--- config.mk ---
export PLATFORM = sky130hd
export DESIGN_NAME = search_triplet_seq
export DESIGN_NICKNAME = d
export VERILOG_FILES = /design/src/rtl/sstep_pkg.sv /design/src/rtl/sstep_decide.sv /design/src/rtl/sstep_watch.sv /design/src/rtl/search_triplet_seq.sv
export SDC_FILE = /design/constraint.sdc
export NUM_CORES = 1
export LEC_CHECK = 0
export BUFFER_PORTS_ARGS = -buffer_cell sky130_fd_sc_hd__buf_2
export CAP_MARGIN = 20
export CORE_UTILIZATION = 45
export CTS_CLUSTER_DIAMETER = 200
export DETAILED_ROUTE_END_ITERATION = 8
export GPL_ROUTABILITY_DRIVEN = 0
export HOLD_SLACK_MARGIN = 0.05
export PLACE_DENSITY = 0.74
export SLEW_MARGIN = 40
export SYNTH_ARGS = -nofsm -noshare
export SYNTH_HDL_FRONTEND = slang
export SYNTH_SLANG_ARGS = --single-unit
export TNS_END_PERCENT = 5
--- constraint.sdc ---
create_clock -name clk -period 3.8 [get_ports clk]
set_input_delay 0.76 -clock clk [delete_from_list [all_inputs] [get_ports clk]]
set_output_delay 0.76 -clock clk [all_outputs]
set_load 0.03 [all_outputs]
--- src/rtl/sstep_pkg.sv ---
package sstep_pkg;

    typedef enum logic [1:0] {
        ST_IDLE   = 2'd0,
        ST_RD_ID  = 2'd1,
        ST_RD_CMP = 2'd2,
        ST_WR_DIR = 2'd3
    } sstep_state_e;

    localparam logic [2:0] CODE_NONE = 3'b011;

    typedef struct packed {
        sstep_state_e st;
        logic         go;
        logic         wr;
        logic         wbit;
        logic         done;
        logic         err;
        logic [2:0]   code;
        logic         pref;
        logic         id;
    } sstep_regs_s;

endpackage

--- src/rtl/sstep_decide.sv ---
module sstep_decide (
    input  logic       id_bit,
    input  logic       cmp_bit,
    input  logic       pref,
    output logic       none,
    output logic       dir,
    output logic [2:0] code
);
    always_comb begin
        none = id_bit & cmp_bit;
        dir  = (id_bit ^ cmp_bit) ? id_bit : pref;
        code = {dir, cmp_bit, id_bit};
    end
endmodule

--- src/rtl/sstep_watch.sv ---
module sstep_watch #(
    parameter int LIMIT = 64
) (
    input  logic clk,
    input  logic rst_n,
    input  logic clr,
    output logic expired
);
    localparam int CW = (LIMIT > 2) ? $clog2(LIMIT) : 1;
    localparam logic [CW-1:0] LAST = CW'(LIMIT - 1);

    logic [CW-1:0] cnt_d, cnt_q;

    always_comb begin
        expired = (cnt_q == LAST);
        if (clr)
            cnt_d = '0;
        else if (expired)
            cnt_d = cnt_q;
        else
            cnt_d = cnt_q + 1'b1;
    end

    always_ff @(posedge clk or negedge rst_n) begin
        if (!rst_n) cnt_q <= '0;
        else        cnt_q <= cnt_d;
    end


    cnt_bound_chk: assert property (@(posedge clk) disable iff (!rst_n)
        expired && !clr |=> expired);
endmodule

--- src/rtl/search_triplet_seq.sv ---
module search_triplet_seq
    import sstep_pkg::*;
#(
    parameter int WAIT_LIMIT = 64
) (
    input  logic       clk,
    input  logic       rst_n,
    input  logic       step_req,
    input  logic       step_pref,
    output logic       step_done,
    output logic [2:0] step_code,
    output logic       step_err,
    output logic       slot_go,
    output logic       slot_wr,
    output logic       slot_wbit,
    input  logic       slot_rx_done,
    input  logic       slot_rbit,
    input  logic       slot_tx_done
);
    sstep_regs_s r_d, r_q;
    logic        wd_clr, wd_expired;
    logic        dec_none, dec_dir;
    logic [2:0]  dec_code;
    logic        rd_ack, wr_ack;

    sstep_watch #(.LIMIT(WAIT_LIMIT)) u_watch (
        .clk     (clk),
        .rst_n   (rst_n),
        .clr     (wd_clr),
        .expired (wd_expired)
    );

    sstep_decide u_decide (
        .id_bit  (r_q.id),
        .cmp_bit (slot_rbit),
        .pref    (r_q.pref),
        .none    (dec_none),
        .dir     (dec_dir),
        .code    (dec_code)
    );

    always_comb begin
        r_d    = r_q;
        r_d.go   = 1'b0;
        r_d.done = 1'b0;
        r_d.err  = 1'b0;
        wd_clr = 1'b0;
        rd_ack = slot_rx_done && !r_q.go;
        wr_ack = slot_tx_done && !r_q.go;

        unique case (r_q.st)
            ST_IDLE: begin
                if (step_req) begin
                    r_d.st   = ST_RD_ID;
                    r_d.go   = 1'b1;
                    r_d.wr   = 1'b0;
                    r_d.pref = step_pref;
                    wd_clr   = 1'b1;
                end
            end
            ST_RD_ID: begin
                if (rd_ack) begin
                    r_d.id = slot_rbit;
                    r_d.st = ST_RD_CMP;
                    r_d.go = 1'b1;
                    r_d.wr = 1'b0;
                    wd_clr = 1'b1;
                end else if (wd_expired) begin
                    r_d.st   = ST_IDLE;
                    r_d.done = 1'b1;
                    r_d.err  = 1'b1;
                    r_d.code = CODE_NONE;
                end
            end
            ST_RD_CMP: begin
                if (rd_ack) begin
                    if (dec_none) begin
                        r_d.st   = ST_IDLE;
                        r_d.done = 1'b1;
                        r_d.code = CODE_NONE;
                    end else begin
                        r_d.st   = ST_WR_DIR;
                        r_d.code = dec_code;
                        r_d.go   = 1'b1;
                        r_d.wr   = 1'b1;
                        r_d.wbit = dec_dir;
                        wd_clr   = 1'b1;
                    end
                end else if (wd_expired) begin
                    r_d.st   = ST_IDLE;
                    r_d.done = 1'b1;
                    r_d.err  = 1'b1;
                    r_d.code = CODE_NONE;
                end
            end
            ST_WR_DIR: begin
                if (wr_ack) begin
                    r_d.st   = ST_IDLE;
                    r_d.done = 1'b1;
                end else if (wd_expired) begin
                    r_d.st   = ST_IDLE;
                    r_d.done = 1'b1;
                    r_d.err  = 1'b1;
                    r_d.code = CODE_NONE;
                end
            end
            default: r_d.st = ST_IDLE;
        endcase
    end

    always_ff @(posedge clk or negedge rst_n) begin
        if (!rst_n) begin
            r_q <= '{st: ST_IDLE, code: 3'b000, default: 1'b0};
        end else begin
            r_q <= r_d;
        end
    end

    assign step_done = r_q.done;
    assign step_code = r_q.code;
    assign step_err  = r_q.err;
    assign slot_go   = r_q.go;
    assign slot_wr   = r_q.wr;
    assign slot_wbit = r_q.wbit;


    go_pulse_chk: assert property (@(posedge clk) disable iff (!rst_n)
        slot_go |=> !slot_go);


    done_quiet_chk: assert property (@(posedge clk) disable iff (!rst_n)
        step_done |-> !slot_go);


    done_pulse_chk: assert property (@(posedge clk) disable iff (!rst_n)
        step_done |=> !step_done);


    err_code_chk: assert property (@(posedge clk) disable iff (!rst_n)
        step_err |-> (step_done && step_code == 3'b011));


    legal_code_chk: assert property (@(posedge clk) disable iff (!rst_n)
        step_done |-> (step_code == 3'b000 || step_code == 3'b010 ||
                       step_code == 3'b011 || step_code == 3'b100 ||
                       step_code == 3'b101));


    forced_dir_chk: assert property (@(posedge clk) disable iff (!rst_n)
        (step_done && (step_code[0] ^ step_code[1])) |-> (step_code[2] == step_code[0]));


    wbit_match_chk: assert property (@(posedge clk) disable iff (!rst_n)
        (step_done && !step_err && step_code != 3'b011) |-> (slot_wbit == step_code[2]));
endmodule

==> flow_summary.yaml <==
worst_setup_path:
  cp-start-kind: "primary input"
  worst_path_max_delay_cell: "or4_4"
  r2r_slack_ps: 2080
  path_cells: "buf_2 -> ha_1 -> or4_4 -> o21ai_4 -> nor3_2"
  reg2reg_depth: 4
  critPathLaunch: "slot_rbit"
  cp_max_fo: 8
  crit-reg2reg-launch: "r_q[11]$_DFFE_PN0P_"
  crit_required_ps: 3980
  cpPeakStageDelay_ps: 630
  end_kind: "flip-flop"
  arrival_ps: 2010
  endpoint: "u_watch.cnt_q[5]$_DFFE_PN0P_"
  worstSetupPathType: "primary input to flip-flop"
  crit-reg2reg-capture: "u_watch.cnt_q[5]$_DFFE_PN0P_"
clock_tree:
  tritoncts: "done"
  postCtsSetupBuffers: 0
  htree_levels: 1
  cts_buffer_depth: 2
  postCtsHoldBufs: 0
  cts_sinks: 18
  cts_buffers: 3
  clkLatencyLatePin_ps: 300
  cts_resized: 0
  clock-root-buffer: "clkbuf_4"
  path_clk_slew_ps: 110
power:
  p_leak_nw: 0.501
  peakVddDrop_v: 0.000452
  power_density_nw_per_um2: 754
hold_path:
  hold_class: "primary input to asynchronous set/reset pin"
timing:
  relSlewSlack_pct: 72.6
  drv_slew: 0
  finalCritPeriodShare_pct: 48.3
  hold_violations: 0
  clock_skew_ps: 7.86
  setup_violations: 0
  rsz0062_at_grt: "no"
  min_period_ps: 1840
  setup_tns_ps: 0
  tightest_slew_ps: 410
  fin_hold_ws_ps: 367
  fmax_ghz: 0.545
global_route:
  grt_max_degree: 19
  grt_first_pass_wirelength_mm: 3.29
  grt_pass1_vias: 720
  antenna_found_initial: 0
  track_usage_pct: 17.8
  overflow: 0
synth:
  synth-edff-count: 0
  ys_warn_count: 0
  synth_area_per_cell_um2: 10.6
  async_flop_share_pct: 100
  synth_ff_type: "dfrtp_1"
  syn_inst: 99
  syn_area_um2: 1040
  syn-num-nets: 108
  ys_ff_latch: 18
  ys_types: 48
  seq_area_frac_synth_pct: 43.1
finish:
  drive_above_1_share_pct: 29.9
  final_common_cell: "dfrtp_1"
  area_delta_synth_final_pct: 6.35
  antenna_cells: 0
  final_cell_mix: "dfrtp_1, buf_2, nor2_1, nand3_1, a31oi_1"
  fin_area_um2: 1110
  final_nets: 117
floorplan:
  num_rows: 17
  ios: 15
  die_width_um: 50.2
  die_area_um2: 2520
  die_y_um: 50.2
  start_util_pct: 47.7
  coreArea_um2: 2190
route:
  drtAntennaViolNets: 0
  vias: 776
  dr.pass1.iters: 4
  drc: 0
  drt_wl_total_mm: 1.93
  vias_per_cell: 5.75
  routedWlPerCell_um: 14.3
  drt_iter0_markers: 26
run_status:
  status: "finished, final reports clean"
place:
  dpl.hpwl_mm: 1.42
  io_buffers: 14
  placed_cell_area_um2: 1070
flow_run:
  max_cap_violations: 0
[report_power, final]
part / total [mW] / internal, mW / switching (mW) / leakage, nW
logic: 0.372 / 0.148 / 0.224 / 0.254
registers: 0.345 / 0.260 / 0.0848 / 0.225
clock network: 0.120 / 0.0585 / 0.0618 / 0.0210
total: 0.838 / 0.467 / 0.371 / 0.501
[critical path, delay by kind of cell]
| kind | cells | cell delay, ps |
|---|---|---|
| adder cells (fa/ha/maj) | 1 | 230 |
| AO/OA/AOI/OAI | 1 | 180 |
| buffers and inverters | 1 | 110 |
| AND/OR/NAND/NOR | 2 | 730 |
[sequential cells by signal, indices dropped and copies added, names as in the netlist]
| signal | cells |
|---|---|
| u_watch.cnt_q | 6 |
| r_q | 4 |
| step_code | 3 |
| slot_go | 1 |
| slot_wbit | 1 |
| slot_wr | 1 |
| step_done | 1 |
| step_err | 1 |
[cell families (layout without fill, tap and decap cells)]
| logic type | count (synthesis) | count (layout) | share of synthesized area (%) |
|---|---|---|---|
| AOI/OAI and AO/OA | 27 | 27 | 20.5 |
| buffers and inverters | 14 | 22 | 8.86 |
| muxes | 4 | 4 | 4.07 |
| xor gates and xnor gates | 1 | 1 | 0.838 |
| and+or+nand+nor | 33 | 33 | 20.2 |
| adders and majority gates | 2 | 2 | 2.39 |
| DFF | 18 | 18 | 43.1 |
[stage by stage]
stage / util [%] / std cells / total power, mW / worst slack, ps
global placement: 49.1 / 131 / 0.711 / 1700
CTS: 50.7 / 135 / 0.839 / 1960
floorplan: - / 99 / 0.671 / 1840
finish: 50.7 / 135 / 0.838 / 1960
global route: 50.7 / 135 / 0.896 / 1930
detailed placement: 49.1 / 131 / 0.719 / 1650
[synthesized netlist by cell type (all sizes together) (3+ instances only)]
| master | instances | area [µm²] |
|---|---|---|
| nand3 | 5 | 30.0 |
| inv | 4 | 17.5 |
| a21oi | 4 | 23.8 |
| nor3 | 4 | 35.0 |
| nand2 | 3 | 11.3 |
| buf | 9 | 71.3 |
| nor2 | 8 | 40.0 |
| a31oi | 4 | 25.0 |
| o21ai | 5 | 40.0 |
| dfrtp | 18 | 450 |
[worst min path at each step]
stage                          startpoint  slack (ps)                  endpoint  cells past startpoint
floorplan                           rst_n         460        r_q[0]$_DFFE_PN0P_                      0
global route                        rst_n         390     slot_wbit$_DFFE_PN0P_                      1
detailed placement  slot_wbit$_DFFE_PN0P_         470     slot_wbit$_DFFE_PN0P_                      1
CTS                                 rst_n         380  step_code[2]$_DFFE_PN0P_                      1
global placement    slot_wbit$_DFFE_PN0P_         460     slot_wbit$_DFFE_PN0P_                      1
finish                              rst_n         370     slot_wbit$_DFFE_PN0P_                      1
[final cells by class]
class / instances / area, µm²
well taps: 28 / 35.0
fillers: 210 / 1080
flip-flops and latches: 18 / 450
multi-input cells: 67 / 502
repair buffers: 14 / 70.1
inverters: 4 / 17.5
clock buffers: 4 / 36.3
[metal layers]
layer	GRT usage, %	vias up	wire, µm
met3	3.94	5	90
met4	8.57	0	41
met2	26.2	29	869
met5	0	-	0
met1	24.5	363	930
li1	-	379	-
No activity file was read; power rests on OpenSTA's default activity.
